`config.mk`:
```
export PLATFORM = sky130hd
export DESIGN_NAME = mdio_cmd_ctrl
export DESIGN_NICKNAME = d
export VERILOG_FILES = /design/src/rtl/mdio_pkg.sv /design/src/rtl/mdio_ctrl.sv /design/src/rtl/mdio_dpath.sv /design/src/rtl/mdio_cmd_ctrl.sv
export SDC_FILE = /design/constraint.sdc
export NUM_CORES = 1
export LEC_CHECK = 0
export CORE_ASPECT_RATIO = 2
export CORE_MARGIN = 4
export CORE_UTILIZATION = 50
export CTS_CLUSTER_DIAMETER = 200
export DETAILED_ROUTE_END_ITERATION = 10
export DONT_BUFFER_PORTS = 1
export MAX_ROUTING_LAYER = met4
export PLACE_DENSITY_LB_ADDON = 0.2
export SYNTH_ARGS = -nofsm -noshare
export SYNTH_HDL_FRONTEND = slang
export SYNTH_SLANG_ARGS = --single-unit
```
`constraint.sdc`:
```
create_clock -name clk -period 7.35 [get_ports clk]
set_input_delay 0.3675 -clock clk [delete_from_list [all_inputs] [get_ports clk]]
set_output_delay 0.3675 -clock clk [all_outputs]
set_load 0.03 [all_outputs]
```
`src/rtl/mdio_pkg.sv`:
```
package mdio_pkg;

  localparam int FRAME_BITS = 64;
  localparam int TA_BIT     = 46;
  localparam int DATA_BIT   = 48;
  localparam int DATA_W     = 16;

  localparam logic [1:0] OP_WRITE = 2'b01;
  localparam logic [1:0] OP_READ  = 2'b11;

  // strobes from the sequencer to the datapath
  typedef struct packed {
    logic shiftBit;
    logic sampleIn;
    logic finish;
  } mdioStrobeT;

endpackage

```
`src/rtl/mdio_ctrl.sv`:
```
module mdio_ctrl
  import mdio_pkg::*;
#(
  parameter int CNT_W      = 8,
  parameter int SEL_W      = 4,
  parameter int NUM_RANGES = 6,
  parameter logic [NUM_RANGES*CNT_W-1:0] DIV_LIST =
    {8'd124, 8'd102, 8'd26, 8'd16, 8'd62, 8'd42},
  parameter logic [CNT_W-1:0] DIV_RSVD = 8'd124
) (
  input  logic             clk,
  input  logic             rstN,
  input  logic             launch,
  input  logic [SEL_W-1:0] clkSel,
  input  logic             isRead,
  output mdioStrobeT       strobe,
  output logic             mdc,
  output logic             mdioOe
);

  localparam int BIT_W = $clog2(FRAME_BITS);
  localparam logic [BIT_W-1:0] LAST_BIT = BIT_W'(FRAME_BITS - 1);
  localparam logic [BIT_W-1:0] TA_IDX   = BIT_W'(TA_BIT);
  localparam logic [BIT_W-1:0] DATA_IDX = BIT_W'(DATA_BIT);

  logic             running;
  logic [CNT_W-1:0] divCnt;
  logic [CNT_W-1:0] divisor;
  logic [CNT_W-1:0] halfCnt;
  logic [BIT_W-1:0] bitIdx;
  logic             lastPhase;

  // divisor lookup; reserved codes fall back to the slowest setting
  always_comb begin
    divisor = DIV_RSVD;
    for (int i = 0; i < NUM_RANGES; i++) begin
      if (clkSel == SEL_W'(i)) divisor = DIV_LIST[i*CNT_W +: CNT_W];
    end
  end

  assign halfCnt   = divisor >> 1;
  assign lastPhase = (divCnt == divisor - 1'b1);

  always_comb begin
    strobe.shiftBit = running && lastPhase && (bitIdx != LAST_BIT);
    strobe.finish   = running && lastPhase && (bitIdx == LAST_BIT);
    strobe.sampleIn = running && isRead && (bitIdx >= DATA_IDX) &&
                      (divCnt == halfCnt - 1'b1);
  end

  assign mdc    = running && (divCnt >= halfCnt);
  assign mdioOe = running && !(isRead && (bitIdx >= TA_IDX));

  always_ff @(posedge clk or negedge rstN) begin
    if (!rstN) begin
      running <= 1'b0;
      divCnt  <= '0;
      bitIdx  <= '0;
    end else if (launch) begin
      running <= 1'b1;
      divCnt  <= '0;
      bitIdx  <= '0;
    end else if (running) begin
      if (lastPhase) begin
        divCnt <= '0;
        if (bitIdx == LAST_BIT) running <= 1'b0;
        else                    bitIdx  <= bitIdx + 1'b1;
      end else begin
        divCnt <= divCnt + 1'b1;
      end
    end
  end

endmodule

```
`src/rtl/mdio_dpath.sv`:
```
module mdio_dpath
  import mdio_pkg::*;
#(
  parameter int ADDR_W = 4,
  parameter int SEL_W  = 4,
  parameter logic [ADDR_W-1:0] CMD_OFF  = 4'h0,
  parameter logic [ADDR_W-1:0] DATA_OFF = 4'h4
) (
  input  logic              clk,
  input  logic              rstN,
  input  logic [ADDR_W-1:0] regAddr,
  input  logic              regWrEn,
  input  logic [31:0]       regWrData,
  output logic [31:0]       regRdData,
  input  mdioStrobeT        strobe,
  input  logic              mdioIn,
  output logic              launch,
  output logic [SEL_W-1:0]  clkSel,
  output logic              isRead,
  output logic              frameMsb,
  output logic              busy,
  output logic [31:0]       cmdWord
);

  logic [4:0]            phyAddr;
  logic [4:0]            regNum;
  logic [1:0]            opCode;
  logic [DATA_W-1:0]     dataReg;
  logic [DATA_W-1:0]     rdShift;
  logic [FRAME_BITS-1:0] frameSh;
  logic                  cmdHit;
  logic                  dataHit;
  logic                  wrOpValid;
  logic [1:0]            frameOp;
  logic                  wrUnused;

  assign cmdHit    = regWrEn && (regAddr == CMD_OFF);
  assign dataHit   = regWrEn && (regAddr == DATA_OFF);
  assign wrOpValid = (regWrData[3:2] == OP_WRITE) || (regWrData[3:2] == OP_READ);
  assign launch    = cmdHit && !busy && regWrData[0] && wrOpValid;
  assign frameOp   = (regWrData[3:2] == OP_READ) ? 2'b10 : 2'b01;
  assign wrUnused  = ^{regWrData[31:26], regWrData[15:12], regWrData[7:4], regWrData[1]};

  assign isRead   = (opCode == OP_READ);
  assign frameMsb = frameSh[FRAME_BITS-1];
  assign cmdWord  = {6'b0, phyAddr, regNum, 4'b0, clkSel, 4'b0, opCode, 1'b0, busy};

  always_comb begin
    if (regAddr == CMD_OFF)       regRdData = cmdWord;
    else if (regAddr == DATA_OFF) regRdData = {16'b0, dataReg};
    else                          regRdData = '0;
  end

  // command word and data register
  always_ff @(posedge clk or negedge rstN) begin
    if (!rstN) begin
      phyAddr <= '0;
      regNum  <= '0;
      clkSel  <= '0;
      opCode  <= '0;
      busy    <= 1'b0;
      dataReg <= '0;
    end else begin
      if (cmdHit && !busy) begin
        phyAddr <= regWrData[25:21];
        regNum  <= regWrData[20:16];
        clkSel  <= regWrData[11:8];
        opCode  <= regWrData[3:2];
        busy    <= launch;
      end
      if (dataHit) dataReg <= regWrData[DATA_W-1:0];
      if (strobe.finish) begin
        busy <= 1'b0;
        if (isRead) dataReg <= rdShift;
      end
    end
  end

  // outgoing frame and incoming data shifters
  always_ff @(posedge clk or negedge rstN) begin
    if (!rstN) begin
      frameSh <= '0;
      rdShift <= '0;
    end else begin
      if (launch)
        frameSh <= {32'hFFFF_FFFF, 2'b01, frameOp, regWrData[25:21],
                    regWrData[20:16], 2'b10, dataReg};
      else if (strobe.shiftBit)
        frameSh <= {frameSh[FRAME_BITS-2:0], 1'b0};
      if (strobe.sampleIn)
        rdShift <= {rdShift[DATA_W-2:0], mdioIn};
    end
  end

endmodule

```
`src/rtl/mdio_cmd_ctrl.sv`:
```
module mdio_cmd_ctrl
  import mdio_pkg::*;
#(
  parameter int ADDR_W     = 4,
  parameter int CNT_W      = 8,
  parameter int SEL_W      = 4,
  parameter int NUM_RANGES = 6,
  parameter logic [NUM_RANGES*CNT_W-1:0] DIV_LIST =
    {8'd124, 8'd102, 8'd26, 8'd16, 8'd62, 8'd42},
  parameter logic [CNT_W-1:0] DIV_RSVD = 8'd124
) (
  input  logic              clk,
  input  logic              rstN,
  input  logic [ADDR_W-1:0] regAddr,
  input  logic              regWrEn,
  input  logic [31:0]       regWrData,
  output logic [31:0]       regRdData,
  output logic              mdc,
  output logic              mdioOut,
  output logic              mdioOe,
  input  logic              mdioIn
);

  mdioStrobeT       strobe;
  logic             launch;
  logic [SEL_W-1:0] clkSel;
  logic             isRead;
  logic             frameMsb;
  logic             busy;
  logic [31:0]      cmdWord;

  mdio_ctrl #(
    .CNT_W(CNT_W), .SEL_W(SEL_W), .NUM_RANGES(NUM_RANGES),
    .DIV_LIST(DIV_LIST), .DIV_RSVD(DIV_RSVD)
  ) u_ctrl (
    .clk(clk), .rstN(rstN), .launch(launch), .clkSel(clkSel),
    .isRead(isRead), .strobe(strobe), .mdc(mdc), .mdioOe(mdioOe)
  );

  mdio_dpath #(
    .ADDR_W(ADDR_W), .SEL_W(SEL_W)
  ) u_dpath (
    .clk(clk), .rstN(rstN), .regAddr(regAddr), .regWrEn(regWrEn),
    .regWrData(regWrData), .regRdData(regRdData), .strobe(strobe),
    .mdioIn(mdioIn), .launch(launch), .clkSel(clkSel), .isRead(isRead),
    .frameMsb(frameMsb), .busy(busy), .cmdWord(cmdWord)
  );

  assign mdioOut = mdioOe & frameMsb;

endmodule

```
Word-level counts from Yosys, hierarchy flattened
Cells that the tools add are included.
- bits in registers: 128
- bits of input ports: 40
- output and inout bits: 35
- word-level logic and storage cells: 84
- add/subtract/negate cells: 4
- order comparisons: 3
- eq/ne operators: 14
- multiplexer cells: 27
- bitwise gates (word level): 1
- reduce and logical (&&, ||, !) cells: 24
- operator list (cell ; number):
    $mux 64 ; 2
    $mux 16 ; 4
    $mux 8 ; 8
    $mux 26 ; 1
    $mux 6 ; 4
    $eq 8x8->1 ; 2
    $logic_and 1x1->1 ; 14
    $eq 4x3->1 const B ; 3
    $ge 6x6->1 const B ; 2
    $add 8x1->8 const B ; 1
    $eq 4x2->1 const B ; 2
    $ge 8x7->1 ; 1
    $logic_not 4->1 ; 2
    $reduce_bool 2->1 ; 4
    $sub 7x1->8 const B ; 1
    $sub 8x1->8 const B ; 1
    $mux 7 ; 1
    $add 6x1->6 const B ; 1
    $eq 6x6->1 const B ; 1
    $mux 1 ; 6
    $ne 6x6->1 const B ; 1
    $eq 2x2->1 const B ; 2
    $eq 4x1->1 const B ; 1
    $reduce_and 3->1 ; 1
    6 further kinds ; 7

Logic depth before layout (Yosys ltp)
- word-level depth: 13
- depth in mapped cells: 13
- mapped depth without buffers: 10

Cells and area by module
A second synthesis with hierarchy kept.
- cells, all modules: 576
- area total of the unflattened synthesis: 6480.0 um^2
- by module, submodules not included (module ; times used ; cells an instance ; area an instance (um^2) ; sequential area each (um^2)):
    mdio_dpath ; 1 ; 431 ; 5227.5 ; 2827.7
    mdio_ctrl ; 1 ; 144 ; 1246.2 ; 375.4
    mdio_cmd_ctrl ; 1 ; 1 ; 6.3 ; 0.0

Least setup slack after synthesis
No wires, ideal clock.
- path type: register to register
- start point: register u_dpath.clkSel[2]
- end point: register u_dpath.dataReg[10]
- library setup time: 0.125 ns
- data arrival time: 3.083 ns
- data required time: 7.225 ns
- slack: 4.142 ns
- stages on the path, launching flop included: 13
- path buffers: 3
- clock period less this slack: 3.208 ns
- path through: dfrtp_1 > buf_6 > nor2_1 > a21boi_0 > ha_1 > xnor2_1 > or3_1 > a2111oi_4 > nand3b_1 > or3_1 > buf_6 > buf_6 > mux2_4
- cells in the longest elaborated chain, start to end: 12
- elaborated cells on any way between the ends: 17
- classes of those cells: add/sub: 1; eq/ne: 6; mux: 7; reduce/logical: 3
- RTL lines (what ; line ; RTL):
    start: declaration ; mdio_dpath.sv:18 ; output logic [SEL_W-1:0] clkSel,
    start signal: assignment ; mdio_dpath.sv:67 ; clkSel <= regWrData[11:8];
    $logic_not 4->1 ; mdio_ctrl.sv:37 ; if (clkSel == SEL_W'(i)) divisor = DIV_LIST[i*CNT_W +: CNT_W];
    $mux 7 ; mdio_ctrl.sv:37 ;
    $mux 8 (4 in a row) ; mdio_ctrl.sv:37 ;
    $mux 8 * ; mdio_ctrl.sv:37 ;
    $sub 8x1->8 * ; mdio_ctrl.sv:42 ; assign lastPhase = (divCnt == divisor - 1'b1);
    $eq 8x8->1 * ; mdio_ctrl.sv:42 ;
    $logic_and 1x1->1 * (2 in a row) ; mdio_ctrl.sv:46 ; strobe.finish = running && lastPhase && (bitIdx == LAST_BIT);
    $mux 16 * ; mdio_dpath.sv:72 ; if (strobe.finish) begin
    end signal: assignment ; mdio_dpath.sv:71 ; if (dataHit) dataReg <= regWrData[DATA_W-1:0];
    end signal: assignment ; mdio_dpath.sv:74 ; if (isRead) dataReg <= rdShift;
    end: declaration ; mdio_dpath.sv:28 ; logic [DATA_W-1:0] dataReg;
Mark *: on every way between the ends. The rest lies on a longest branch, timed or not.
A chain may end at the register's enable or synchronous reset.

Worst setup path in the final report
- start point: register u_dpath.clkSel[3]
- end point: register u_dpath.dataReg[2]
The elaborated chain is that of the path after synthesis.

==> flow_metrics.tcl <==
set metrics [dict create \
    status "finished clean" \
    clkTransAtPathRegs_ns 0.06 \
    dp.cells 678 \
    r2r-start "u_dpath.clkSel[3]" \
    ios 75 \
    maxSlewHeadroom 0.310 \
    worstPathMaxFanout 16 \
    cts_tree "yes" \
    synth_area_um2 6390 \
    hold_viol_final 0 \
    cpLargestDelayFamily "simple AND/OR/NAND/NOR gates" \
    totalWireLength_mm 12.9 \
    cap_violations 0 \
    dieArea_um2 14800 \
    pwr-share-comb 0.185 \
    postRouteAntennaNets 0 \
    cts_buffer_depth 2 \
    cp_slowest_cell "or3_1" \
    switching_power_uw 675 \
    r2r_setup_slack_ns 2.99 \
    intPower_uw 1630 \
    min_from "regWrData[20]" \
    tns_ns 0 \
    synth_edf_count 0 \
    htreeDepth 4 \
    cts_buffers 17 \
    yosysSeqAreaShare 0.502 \
    drive_gt1_frac 0.174 \
    timing.critical_path.buf_inv 0 \
    path_class "flip-flop to flip-flop" \
    yosys-top-cells-area "dfrtp_1, mux2i_1, mux2_2" \
    period_minus_slack_ns 4.36 \
    yosys.area.top_type_share 0.502 \
    antenna_cells 0 \
    multi_input_area_um2 2980 \
    ff_latch_area_um2 3200 \
    pwr-share-seq 0.431 \
    leakagePower_uw 0.00330 \
    fin_worst_skew_ns 0.00836 \
    gr-total-overflow 0 \
    drt_iter0_drc 160 \
    whs_path_depth 2 \
    synth-async-reset-ratio 1.00 \
    dr.pass1.iters 4 \
    fmax_mhz 230 \
    dp_hpwl_mm 8.60 \
    peakVddDrop_mv 0.192 \
    grt_max_degree 129 \
    globalplace.congestion 0.876 \
    syn_inst 562 \
    r2r_end "u_dpath.dataReg[2]" \
    port_buffers 0 \
    drc 0 \
    hold_ws_ns 0.0722 \
    postLayoutCellArea_um2 7090 \
    die_w_um 87.9 \
    nFillCells 1081 \
    vias_per_cell 5.73 \
    ys_warn_count 0 \
    core_um2 12600 \
    yosysTopAreaCell "dfrtp_1" \
    slew_viol_final 0 \
    initial_core_util 0.509 \
    cts-root-buf "clkbuf_16" \
    clock_sinks 128 \
    synth.avg_cell_area_um2 11.4 \
    post_cts_buffers 0 \
    row_count 58 \
    path_cells "nor2_1, a21boi_0, ha_1, xnor2_1, or3_1, a2111oi_4, nand3b_1, or3_1, mux2_1" \
    die_height_um 168 \
    worstSetupStartpointType "flip-flop" \
    rsz0062_at_grt "false" \
    ys_seq_elements 128 \
    clk_latency_ns 0.42 \
    worstPathRequired_ns 7.64 \
    switching_share 0.293 \
    end_kind "flip-flop" \
    critPathArrivalTime_ns 4.65 \
    grt_first_pass_wirelength_mm 21.6 \
    synth_ff_type "dfrtp_1" \
    place_area_um2 6430 \
    fin_crit_sh 0.593 \
    wl_per_cell_um 18.1 \
    antenna_found_initial 0 \
    critPathMaxStageDelay_ns 0.88 \
    path_common_cell "or3_1" \
    worst-slew-pin-transition_ns 1.03 \
    via_count 4079 \
    yosys.cell_types.count 57 \
    fin_cells 712 \
    synthToLayoutAreaGrowth_pct 11.1 \
    reg2regPathDepth 9 \
    grt_pass1_vias 4297 \
    p_per_area_nw_per_um2 325 \
    layout.nets 599 \
    hold_path.class "input pin to flip-flop" \
    clkPwrFrac 0.384 \
    grt_use_total 0.194 \
    hold_end "u_dpath.frameSh[22]" \
    cts-resized-gates 0 \
    finalSetupViolCount 0 \
]
## cell usage in the layout (no fill, tap or decap), drive strengths merged, types with 2 or more instances in the layout
master    n
and3      4
nor4      4
nor3b     3
ha       10
nand4     3
bufinv    3
a22o      7
conb      6
nand3b    8
nand3     9
or3       5
clkbuf   19
clkinv    2
nand2    77
buf       6
mux2i    63
xnor2    11
nor3      3
xor2      2
and4b     2
o211ai    2
inv      12
mux2     65
a21oi    11
o21ai    34
nor2      7
nand2b    3
dfrtp   128
nor4b     4
nor2b     5
and2     22
or2       4
## power groups by stage
| stage | logic (uW) | clock network [uW] | registers, uW |
|---|---|---|---|
| after CTS | 435 | 905 | 995 |
| after global routing | 486 | 934 | 1020 |
| after floorplan | 386 | 0 | 937 |
| after global placement | 398 | 0 | 998 |
| after detailed placement | 416 | 0 | 1010 |
| final | 426 | 884 | 994 |
## worst max-delay path by stage
stage                       from             endpoint  cells after the start
2_1_floorplan  u_dpath.clkSel[2]  u_dpath.dataReg[10]                     12
3_3_place_gp   u_dpath.clkSel[3]  u_dpath.dataReg[15]                      9
3_5_place_dp   u_dpath.clkSel[3]   u_dpath.dataReg[2]                      9
4_1_cts        u_dpath.clkSel[3]   u_dpath.dataReg[2]                      9
5_1_grt        u_dpath.clkSel[3]   u_dpath.dataReg[2]                      9
6_report       u_dpath.clkSel[3]   u_dpath.dataReg[2]                      9
## state kept, by name, summed over array words and instances (netlist names)
signal           cells
u_dpath.opCode       2
u_dpath.clkSel       4
u_dpath.phyAddr      5
u_ctrl.bitIdx        6
u_dpath.frameSh     64
u_dpath.dataReg     16
u_dpath.regNum       5
u_dpath.busy         1
u_ctrl.running       1
u_ctrl.divCnt        8
u_dpath.rdShift     16
## Yosys cell counts, drive strengths merged, types with 2 or more instances
cell,n
ha,10
or3,5
buf,19
nor4b,4
nand2b,3
and3,4
mux2,65
inv,5
and2,22
mux2i,63
nand2,77
or2,4
clkbuf,25
nor3b,3
o211ai,2
a21oi,11
nor3,3
dfrtp,128
nor2,7
nor4,4
o21ai,34
nor2b,5
xor2,2
nand3,9
and4b,2
xnor2,11
a22o,7
nand3b,8
nand4,3
## what timing repair did
item / 4_1_cts / 5_1_grt
setup endpoints to repair: 0 / 0
hold buffers: 2 / 0
endpoints found under the hold margin: 128 / 0
## layer usage
layer	track usage	vias up	share of wire
li1	-	1936	-
met3	0.0421	19	0.040
met2	0.320	69	0.54
met5	-	-	0
met4	0.0788	0	0.021
met1	0.227	2055	0.40
## through the flow
stage           util  power (uW)  worst slack, ns
6_report       0.565        2300             2.99
5_1_grt        0.565        2440             2.74
4_1_cts        0.565        2330             2.95
3_5_place_dp   0.512        1420             2.97
3_3_place_gp   0.512        1400             3.07
2_1_floorplan      -        1320             4.14
## area by class of cell
| class | count | share of cell area |
|---|---|---|
| clock buffer | 19 | 0.0639 |
| clock inverter | 13 | 0.0243 |
| inverter | 5 | 0.00265 |
| multi-input combinational | 390 | 0.421 |
| sequential | 128 | 0.452 |
| tap | 150 | 0.0265 |
| timing repair buffer | 7 | 0.0106 |
## cell families after synthesis
family,count (synthesis),share of synthesized area
and+or+nand+nor,167,0.138
muxes,128,0.219
DFF,128,0.502
AOI/OAI and AO/OA,66,0.0660
buffers and inverters,49,0.0374
xor gates and xnor gates,13,0.0178
adders and majority gates,10,0.0196
other,1,0.000587
No activity file was read; power rests on OpenSTA's default activity.
